`src/rtl/addr_xlate_pkg.sv`:
```
`timescale 1ns/1ps
package addr_xlate_pkg;
   localparam int unsigned WORD_W = 32;
   localparam int unsigned DISP_W = 12;
   localparam int unsigned RNUM_W = 4;
   localparam int unsigned OPC_W  = 8;

   typedef enum logic [1:0] {
      XM_ABS  = 2'd0,
      XM_BASE = 2'd1,
      XM_SEG  = 2'd2,
      XM_REL  = 2'd3
   } xmode_e;

   // load-word layout, first member is the most significant
   typedef struct packed {
      logic [OPC_W-1:0]  opc;
      logic [RNUM_W-1:0] dst;
      logic [RNUM_W-1:0] idx;
      logic [RNUM_W-1:0] bas;
      logic [DISP_W-1:0] disp;
   } ldw_t;
endpackage

```
`src/rtl/addr_field_decode.sv`:
```
`timescale 1ns/1ps
module addr_field_decode
   import addr_xlate_pkg::*;
#(
   parameter int unsigned OFF_W = 16
) (
   input  logic [WORD_W-1:0] word,
   output logic [OPC_W-1:0]  opc,
   output logic [RNUM_W-1:0] dst,
   output logic [RNUM_W-1:0] idx_num,
   output logic [RNUM_W-1:0] base_num,
   output logic [DISP_W-1:0] disp,
   output logic [OFF_W-1:0]  seg_off
);
   ldw_t f;

   always_comb begin
      f        = ldw_t'(word);
      opc      = f.opc;
      dst      = f.dst;
      idx_num  = f.idx;
      base_num = f.bas;
      disp     = f.disp;
      seg_off  = word[OFF_W-1:0];
   end
endmodule

```
`src/rtl/addr_origin_mux.sv`:
```
`timescale 1ns/1ps
module addr_origin_mux
   import addr_xlate_pkg::*;
#(
   parameter int unsigned AW        = 32,
   parameter int unsigned SEG_W     = 16,
   parameter int unsigned SEG_SHIFT = 4,
   parameter int unsigned OFF_W     = 16,
   parameter bit          IDX_EN    = 1'b1,
   localparam int unsigned SW       = AW + 2
) (
   input  xmode_e            m,
   input  logic [AW-1:0]     base_val,
   input  logic [AW-1:0]     idx_val,
   input  logic [SEG_W-1:0]  seg_val,
   input  logic [AW-1:0]     pc,
   input  logic [RNUM_W-1:0] idx_num,
   input  logic [DISP_W-1:0] disp,
   input  logic [OFF_W-1:0]  seg_off,
   output logic [AW-1:0]     origin,
   output logic [SW-1:0]     offs,
   output logic [AW-1:0]     idx_add
);
   logic [AW-1:0] seg_org;

   always_comb begin
      seg_org = {{(AW-SEG_W){1'b0}}, seg_val} << SEG_SHIFT;
      unique case (m)
         XM_ABS: begin
            origin = '0;
            offs   = {{(SW-DISP_W){1'b0}}, disp};
         end
         XM_BASE: begin
            origin = base_val;
            offs   = {{(SW-DISP_W){1'b0}}, disp};
         end
         XM_SEG: begin
            origin = seg_org;
            offs   = {{(SW-OFF_W){1'b0}}, seg_off};
         end
         default: begin
            origin = pc;
            offs   = {{(SW-DISP_W){disp[DISP_W-1]}}, disp};
         end
      endcase
   end

   generate
      if (IDX_EN) begin : g_idx
         always_comb begin
            if ((idx_num != '0) && ((m == XM_ABS) || (m == XM_BASE)))
               idx_add = idx_val;
            else
               idx_add = '0;
         end
      end else begin : g_noidx
         assign idx_add = '0;
      end
   endgenerate
endmodule

```
`src/rtl/addr_sum_reg.sv`:
```
`timescale 1ns/1ps
module addr_sum_reg
   import addr_xlate_pkg::*;
#(
   parameter int unsigned AW     = 32,
   parameter int unsigned SEG_AW = 20,
   localparam int unsigned SW    = AW + 2
) (
   input  logic              clk,
   input  logic              rst_n,
   input  logic              req,
   input  xmode_e            m,
   input  logic [AW-1:0]     origin,
   input  logic [SW-1:0]     offs,
   input  logic [AW-1:0]     idx_add,
   input  logic [RNUM_W-1:0] dst,
   input  logic [OPC_W-1:0]  opc,
   output logic              ea_valid,
   output logic [AW-1:0]     ea,
   output logic              ea_range_err,
   output logic [RNUM_W-1:0] ea_dst,
   output logic [OPC_W-1:0]  ea_op
);
   logic [SW-1:0] full;
   logic [AW-1:0] ea_nx;
   logic          err_nx;

   always_comb begin
      full = {2'b00, origin} + offs + {2'b00, idx_add};
      if (m == XM_SEG)
         ea_nx = {{(AW-SEG_AW){1'b0}}, full[SEG_AW-1:0]};
      else
         ea_nx = full[AW-1:0];
      err_nx = (m == XM_REL) && (full[SW-1] || full[AW]);
   end

   always_ff @(posedge clk or negedge rst_n) begin
      if (!rst_n) begin
         ea_valid     <= 1'b0;
         ea           <= '0;
         ea_range_err <= 1'b0;
         ea_dst       <= '0;
         ea_op        <= '0;
      end else begin
         ea_valid <= req;
         if (req) begin
            ea           <= ea_nx;
            ea_range_err <= err_nx;
            ea_dst       <= dst;
            ea_op        <= opc;
         end
      end
   end
endmodule

```
`src/rtl/addr_xlate.sv`:
```
`timescale 1ns/1ps
module addr_xlate
   import addr_xlate_pkg::*;
#(
   parameter int unsigned AW        = 32,
   parameter int unsigned SEG_W     = 16,
   parameter int unsigned SEG_SHIFT = 4,
   parameter int unsigned OFF_W     = 16,
   parameter bit          IDX_EN    = 1'b1
) (
   input  logic              clk,
   input  logic              rst_n,
   input  logic              req,
   input  logic [1:0]        mode,
   input  logic [31:0]       instr,
   input  logic [AW-1:0]     base_val,
   input  logic [AW-1:0]     idx_val,
   input  logic [SEG_W-1:0]  seg_val,
   input  logic [AW-1:0]     pc,
   output logic [3:0]        base_sel,
   output logic [3:0]        idx_sel,
   output logic              ea_valid,
   output logic [AW-1:0]     ea,
   output logic              ea_range_err,
   output logic [3:0]        ea_dst,
   output logic [7:0]        ea_op
);
   localparam int unsigned SEG_AW = SEG_W + SEG_SHIFT;
   localparam int unsigned SW     = AW + 2;

   if (AW <= SEG_AW) begin : g_bad_aw
      $error("addr_xlate: AW must exceed the segment address width");
   end
   if (AW <= DISP_W) begin : g_bad_disp
      $error("addr_xlate: AW must exceed the displacement width");
   end
   if ((OFF_W < DISP_W) || (OFF_W > 20)) begin : g_bad_off
      $error("addr_xlate: OFF_W must lie between 12 and 20");
   end

   xmode_e              m;
   logic [OPC_W-1:0]    opc;
   logic [RNUM_W-1:0]   dst;
   logic [DISP_W-1:0]   disp;
   logic [OFF_W-1:0]    seg_off;
   logic [AW-1:0]       origin;
   logic [SW-1:0]       offs;
   logic [AW-1:0]       idx_add;

   assign m = xmode_e'(mode);

   addr_field_decode #(.OFF_W(OFF_W)) u_dec (
      .word     (instr),
      .opc      (opc),
      .dst      (dst),
      .idx_num  (idx_sel),
      .base_num (base_sel),
      .disp     (disp),
      .seg_off  (seg_off)
   );

   addr_origin_mux #(
      .AW(AW), .SEG_W(SEG_W), .SEG_SHIFT(SEG_SHIFT),
      .OFF_W(OFF_W), .IDX_EN(IDX_EN)
   ) u_mux (
      .m        (m),
      .base_val (base_val),
      .idx_val  (idx_val),
      .seg_val  (seg_val),
      .pc       (pc),
      .idx_num  (idx_sel),
      .disp     (disp),
      .seg_off  (seg_off),
      .origin   (origin),
      .offs     (offs),
      .idx_add  (idx_add)
   );

   addr_sum_reg #(.AW(AW), .SEG_AW(SEG_AW)) u_sum (
      .clk          (clk),
      .rst_n        (rst_n),
      .req          (req),
      .m            (m),
      .origin       (origin),
      .offs         (offs),
      .idx_add      (idx_add),
      .dst          (dst),
      .opc          (opc),
      .ea_valid     (ea_valid),
      .ea           (ea),
      .ea_range_err (ea_range_err),
      .ea_dst       (ea_dst),
      .ea_op        (ea_op)
   );
endmodule

```
`config.mk`:
```
export PLATFORM = sky130hd
export DESIGN_NAME = addr_xlate
export DESIGN_NICKNAME = d
export VERILOG_FILES = /design/src/rtl/addr_xlate_pkg.sv /design/src/rtl/addr_field_decode.sv /design/src/rtl/addr_origin_mux.sv /design/src/rtl/addr_sum_reg.sv /design/src/rtl/addr_xlate.sv
export SDC_FILE = /design/constraint.sdc
export NUM_CORES = 1
export LEC_CHECK = 0
export BUFFER_PORTS_ARGS = -buffer_cell sky130_fd_sc_hd__buf_2
export CAP_MARGIN = 20
export CORE_MARGIN = 2
export CORE_UTILIZATION = 40
export CTS_BUF_LIST = sky130_fd_sc_hd__clkbuf_16
export DETAILED_ROUTE_END_ITERATION = 12
export PLACE_DENSITY = 0.66
export SLEW_MARGIN = 15
export SYNTH_ARGS = -nofsm -noshare
export SYNTH_HDL_FRONTEND = slang
export SYNTH_SLANG_ARGS = --single-unit
```
`constraint.sdc`:
```
create_clock -name clk -period 1.1 [get_ports clk]
set_clock_uncertainty 0.1 [all_clocks]
set_input_delay 0.11 -clock clk [delete_from_list [all_inputs] [get_ports clk]]
set_output_delay 0.11 -clock clk [all_outputs]
set_load 0.02 [all_outputs]
```
==> impl_metrics.yaml <==
run_status:
  outcome: "complete, but fails checks"
  violations: "negative setup slack"
drt:
  dr.pass1.iters: 4
  wl_um: 15400
  drc_errors: 0
  via_count: 5068
  initialDrtViolationCount: 197
  ant_nets: 0
  vias_per_cell: 4.99
  wl_per_cell_um: 15.2
yosys:
  yosysTopAreaCellShare_pct: 23.2
  synth-edff-count: 0
  synth_seq_area_share_pct: 23.2
  ys_async_sr_fraction_pct: 100
  synth_adder_area_share_pct: 21.3
  yosys.cell_types.count: 57
  yosys-top-cells-area: "dfrtp_1 23%, fa_1 13%, mux2_2 10%, ha_1 8.1%, and2_1 3.8%"
  synth_flop_cell: "dfrtp_1"
  syn-instance-count: 513
  syn_nets: 727
  syn_area_per_cell_um2: 9.69
  ys_seq_elements: 46
  synth_top_family_by_area: "adder cells"
  syn_area_um2: 4970
  synth_simple_gate_area_share_pct: 12.8
  yosys_warnings: 0
  synth_compound_area_share_pct: 20.1
  synth_xor_area_share_pct: 4.76
  synthMuxAreaShare_pct: 13.0
  yosys.area.top_type: "dfrtp_1"
floorplan:
  ioPinCount: 203
  core_area_um2: 12100
  die_x_um: 115
  start_util_pct: 41.2
  die_area_um2: 13300
  die_h_um: 115
  row_count: 40
sta:
  max_freq_mhz: 291
  rsz0062_at_grt: "yes"
  finalWorstSetupSlack_ns: -2.33
  setup_viol: 33
  finalHoldViolCount: 0
  hold_slack_ns: 0.121
  fin_crit_ns: 3.43
  period_share_pct: 312
  finalMaxSlewViolations: 0
  relSlewSlack_pct: 75.2
  worstMarginPinSlew_ns: 0.372
global_route:
  grt_pass1_vias: 5098
  grt_usage_pct: 22.4
  grt_antenna_before_repair: 0
  overflow: 0
  grt_start_max_net_pins: 39
  grt_pass1_wl_um: 24000
worst_setup_path:
  crit_type: "input pin to register"
  reg2reg_slack_ns: 0.21
  crit_arrival_ns: 3.51
  end_kind: "register"
  cp.required_ns: 1.18
  slowest_delay_ns: 0.51
  reg2regPathDepth: 1
  r2r-start: "u_sum.ea[19]$_DFFE_PN0P_"
  worst_setup_path_start_kind: "input pin"
  crit_family: "compound AO/OA/AOI/OAI gates"
  crit_start: "instr[17]"
  critical_path.max_fanout: 26
  r2r-end: "u_sum.ea[19]$_DFFE_PN0P_"
  path_cells: "buf_6, nor4_4, nor2_2, buf_12, and2_4, fa_1, ha_4, inv_2, fa_2, nor2b_2, o31a_1, o21ai_4, o2111ai_4, a221oi_4, o21ai_2, a21boi_2, xor2_1, o31ai_1"
  path_buf_inv: 3
  cp_slowest_cell: "fa_1"
clock_network:
  path_clk_slew_ns: 0.07
  numClockSinks: 46
  h-tree-depth: 2
  cts_buffers: 5
  cts_tree: "done"
  clockRootBuffer: "clkbuf_16"
  cts_buffer_depth: 2
  worst_skew_pair.late_latency_ns: 0.28
place:
  dpl_cell_area_um2: 7430
  gp_congestion: 0.885
  io_buffers: 202
  dp_hpwl_um: 12600
worst_hold_path:
  hold_depth: 2
  min_to: "u_sum.ea_valid$_DFF_PN0_"
  min_path_type: "input pin to register"
  worstHoldStart: "req"
power:
  p_leak_nw: 3.99
  p_per_area_nw_per_um2: 1280
  ir_drop_uv: 644
run:
  maxCapViolCount: 0
final_layout:
  design_area_um2: 8110
  area_growth_pct: 63.1
  nets: 1060
  insertedDiodeCount: 0
  drive_gt1_share_pct: 57.6
==> synthesized netlist by cell type (2+ instances only) <==
| library cell | n |
|---|---|
| nand2b_1 | 3 |
| xnor2_1 | 17 |
| buf_4 | 8 |
| mux2i_1 | 14 |
| o211ai_1 | 2 |
| o41ai_2 | 2 |
| o21ai_2 | 3 |
| xor2_1 | 10 |
| a211oi_1 | 6 |
| dfrtp_1 | 46 |
| a22o_1 | 12 |
| o21ai_1 | 8 |
| mux2_2 | 44 |
| and2_1 | 30 |
| nand3_1 | 6 |
| inv_1 | 25 |
| a21o_1 | 11 |
| a2111oi_0 | 2 |
| and3_1 | 2 |
| nor2b_1 | 20 |
| nand4_1 | 3 |
| o21ai_0 | 15 |
| a22oi_1 | 4 |
| o21bai_1 | 6 |
| nor3_1 | 5 |
| ha_1 | 32 |
| a21oi_1 | 37 |
| a31oi_1 | 2 |
| clkbuf_1 | 17 |
| o31ai_1 | 4 |
| fa_1 | 33 |
| buf_1 | 5 |
| o2bb2ai_1 | 10 |
| nand2_1 | 41 |
| nor2_1 | 6 |
==> cell usage in the layout, fill, tap and decap left out, types with 11 or more instances in the layout <==
cell type | synthesis | final
a21o_1 | 11 | 11
a21oi_1 | 37 | 17
a21oi_2 | 1 | 16
a22o_1 | 12 | 12
and2_1 | 30 | 26
buf_2 | 0 | 199
buf_4 | 8 | 128
dfrtp_1 | 46 | 46
dlygate4sd3_1 | 0 | 13
fa_1 | 33 | 32
ha_1 | 32 | 17
ha_4 | 0 | 13
inv_1 | 25 | 20
mux2_2 | 44 | 39
mux2i_1 | 14 | 14
nand2_1 | 41 | 39
nor2b_1 | 20 | 16
o21ai_1 | 8 | 11
xnor2_1 | 17 | 11
==> worst max path at each step <==
stage | to | cells after the start
4_1_cts | u_sum.ea[23]$_DFFE_PN0P_ | 16
3_5_place_dp | u_sum.ea[27]$_DFFE_PN0P_ | 15
3_3_place_gp | u_sum.ea_range_err$_DFFE_PN0P_ | 15
6_report | u_sum.ea[23]$_DFFE_PN0P_ | 18
5_1_grt | u_sum.ea[23]$_DFFE_PN0P_ | 18
2_1_floorplan | u_sum.ea_range_err$_DFFE_PN0P_ | 15
==> sequential cells by signal (all words and copies together) (netlist names) <==
signal	cells
u_sum.ea_op	8
u_sum.ea_dst	4
u_sum.ea_valid	1
u_sum.ea_range_err	1
u_sum.ea	32
==> final cells by class <==
type,instances,area (um2)
Inverter,27,105
Multi-Input combinational cell,410,4160
Tap cell,168,210
Fill cell,929,3950
Clock buffer,5,125
Clock inverter,3,23.8
Sequential cell,46,1150
Timing Repair Buffer,356,2340
==> through the flow <==
step           cells  total power [mW]  setup TNS (ns)  util, %  worst slack [ns]
4_1_cts         1008              10.2          -61.36     65.6             -2.31
5_1_grt         1015              11.0          -66.15     67.2             -2.51
2_1_floorplan    513              5.90          -63.14        -             -2.55
3_5_place_dp     985              8.31          -75.97     61.6             -2.72
6_report        1015              10.4          -61.83     67.2             -2.33
3_3_place_gp     985              8.21          -74.03     61.6             -2.66
==> routing by layer <==
metal,wire [um],up-vias,part of all wire [%],track usage (%)
met5,0,-,0,0
met4,131,0,0.85,4.10
met3,761,12,4.9,2.25
met2,7720,173,50,40.4
met1,6790,2391,44,29.6
li1,-,2492,-,-
==> logic make-up after synthesis <==
| family | after synthesis |
|---|---|
| AOI/OAI and AO/OA | 138 |
| and+or+nand+nor | 121 |
| adders and majority gates | 65 |
| xor gates and xnor gates | 27 |
| muxes | 59 |
| buffers and inverters | 57 |
| DFF | 46 |
==> report_power, final <==
group | internal, mW | switching, mW
Clock | 0.851 | 0.683
Combinational | 3.23 | 3.22
Sequential | 2.15 | 0.257
Total | 6.23 | 4.16
==> repair_timing <==
item | in CTS | in global routing
setup buffers | 2 | 7
hold endpoints to repair | 58 | 0
gates resized for setup | 35 | 25
hold buffers | 13 | 0
pin swaps | 14 | 9
setup endpoints to repair | 33 | 33
No activity file was read; power rests on OpenSTA's default activity.
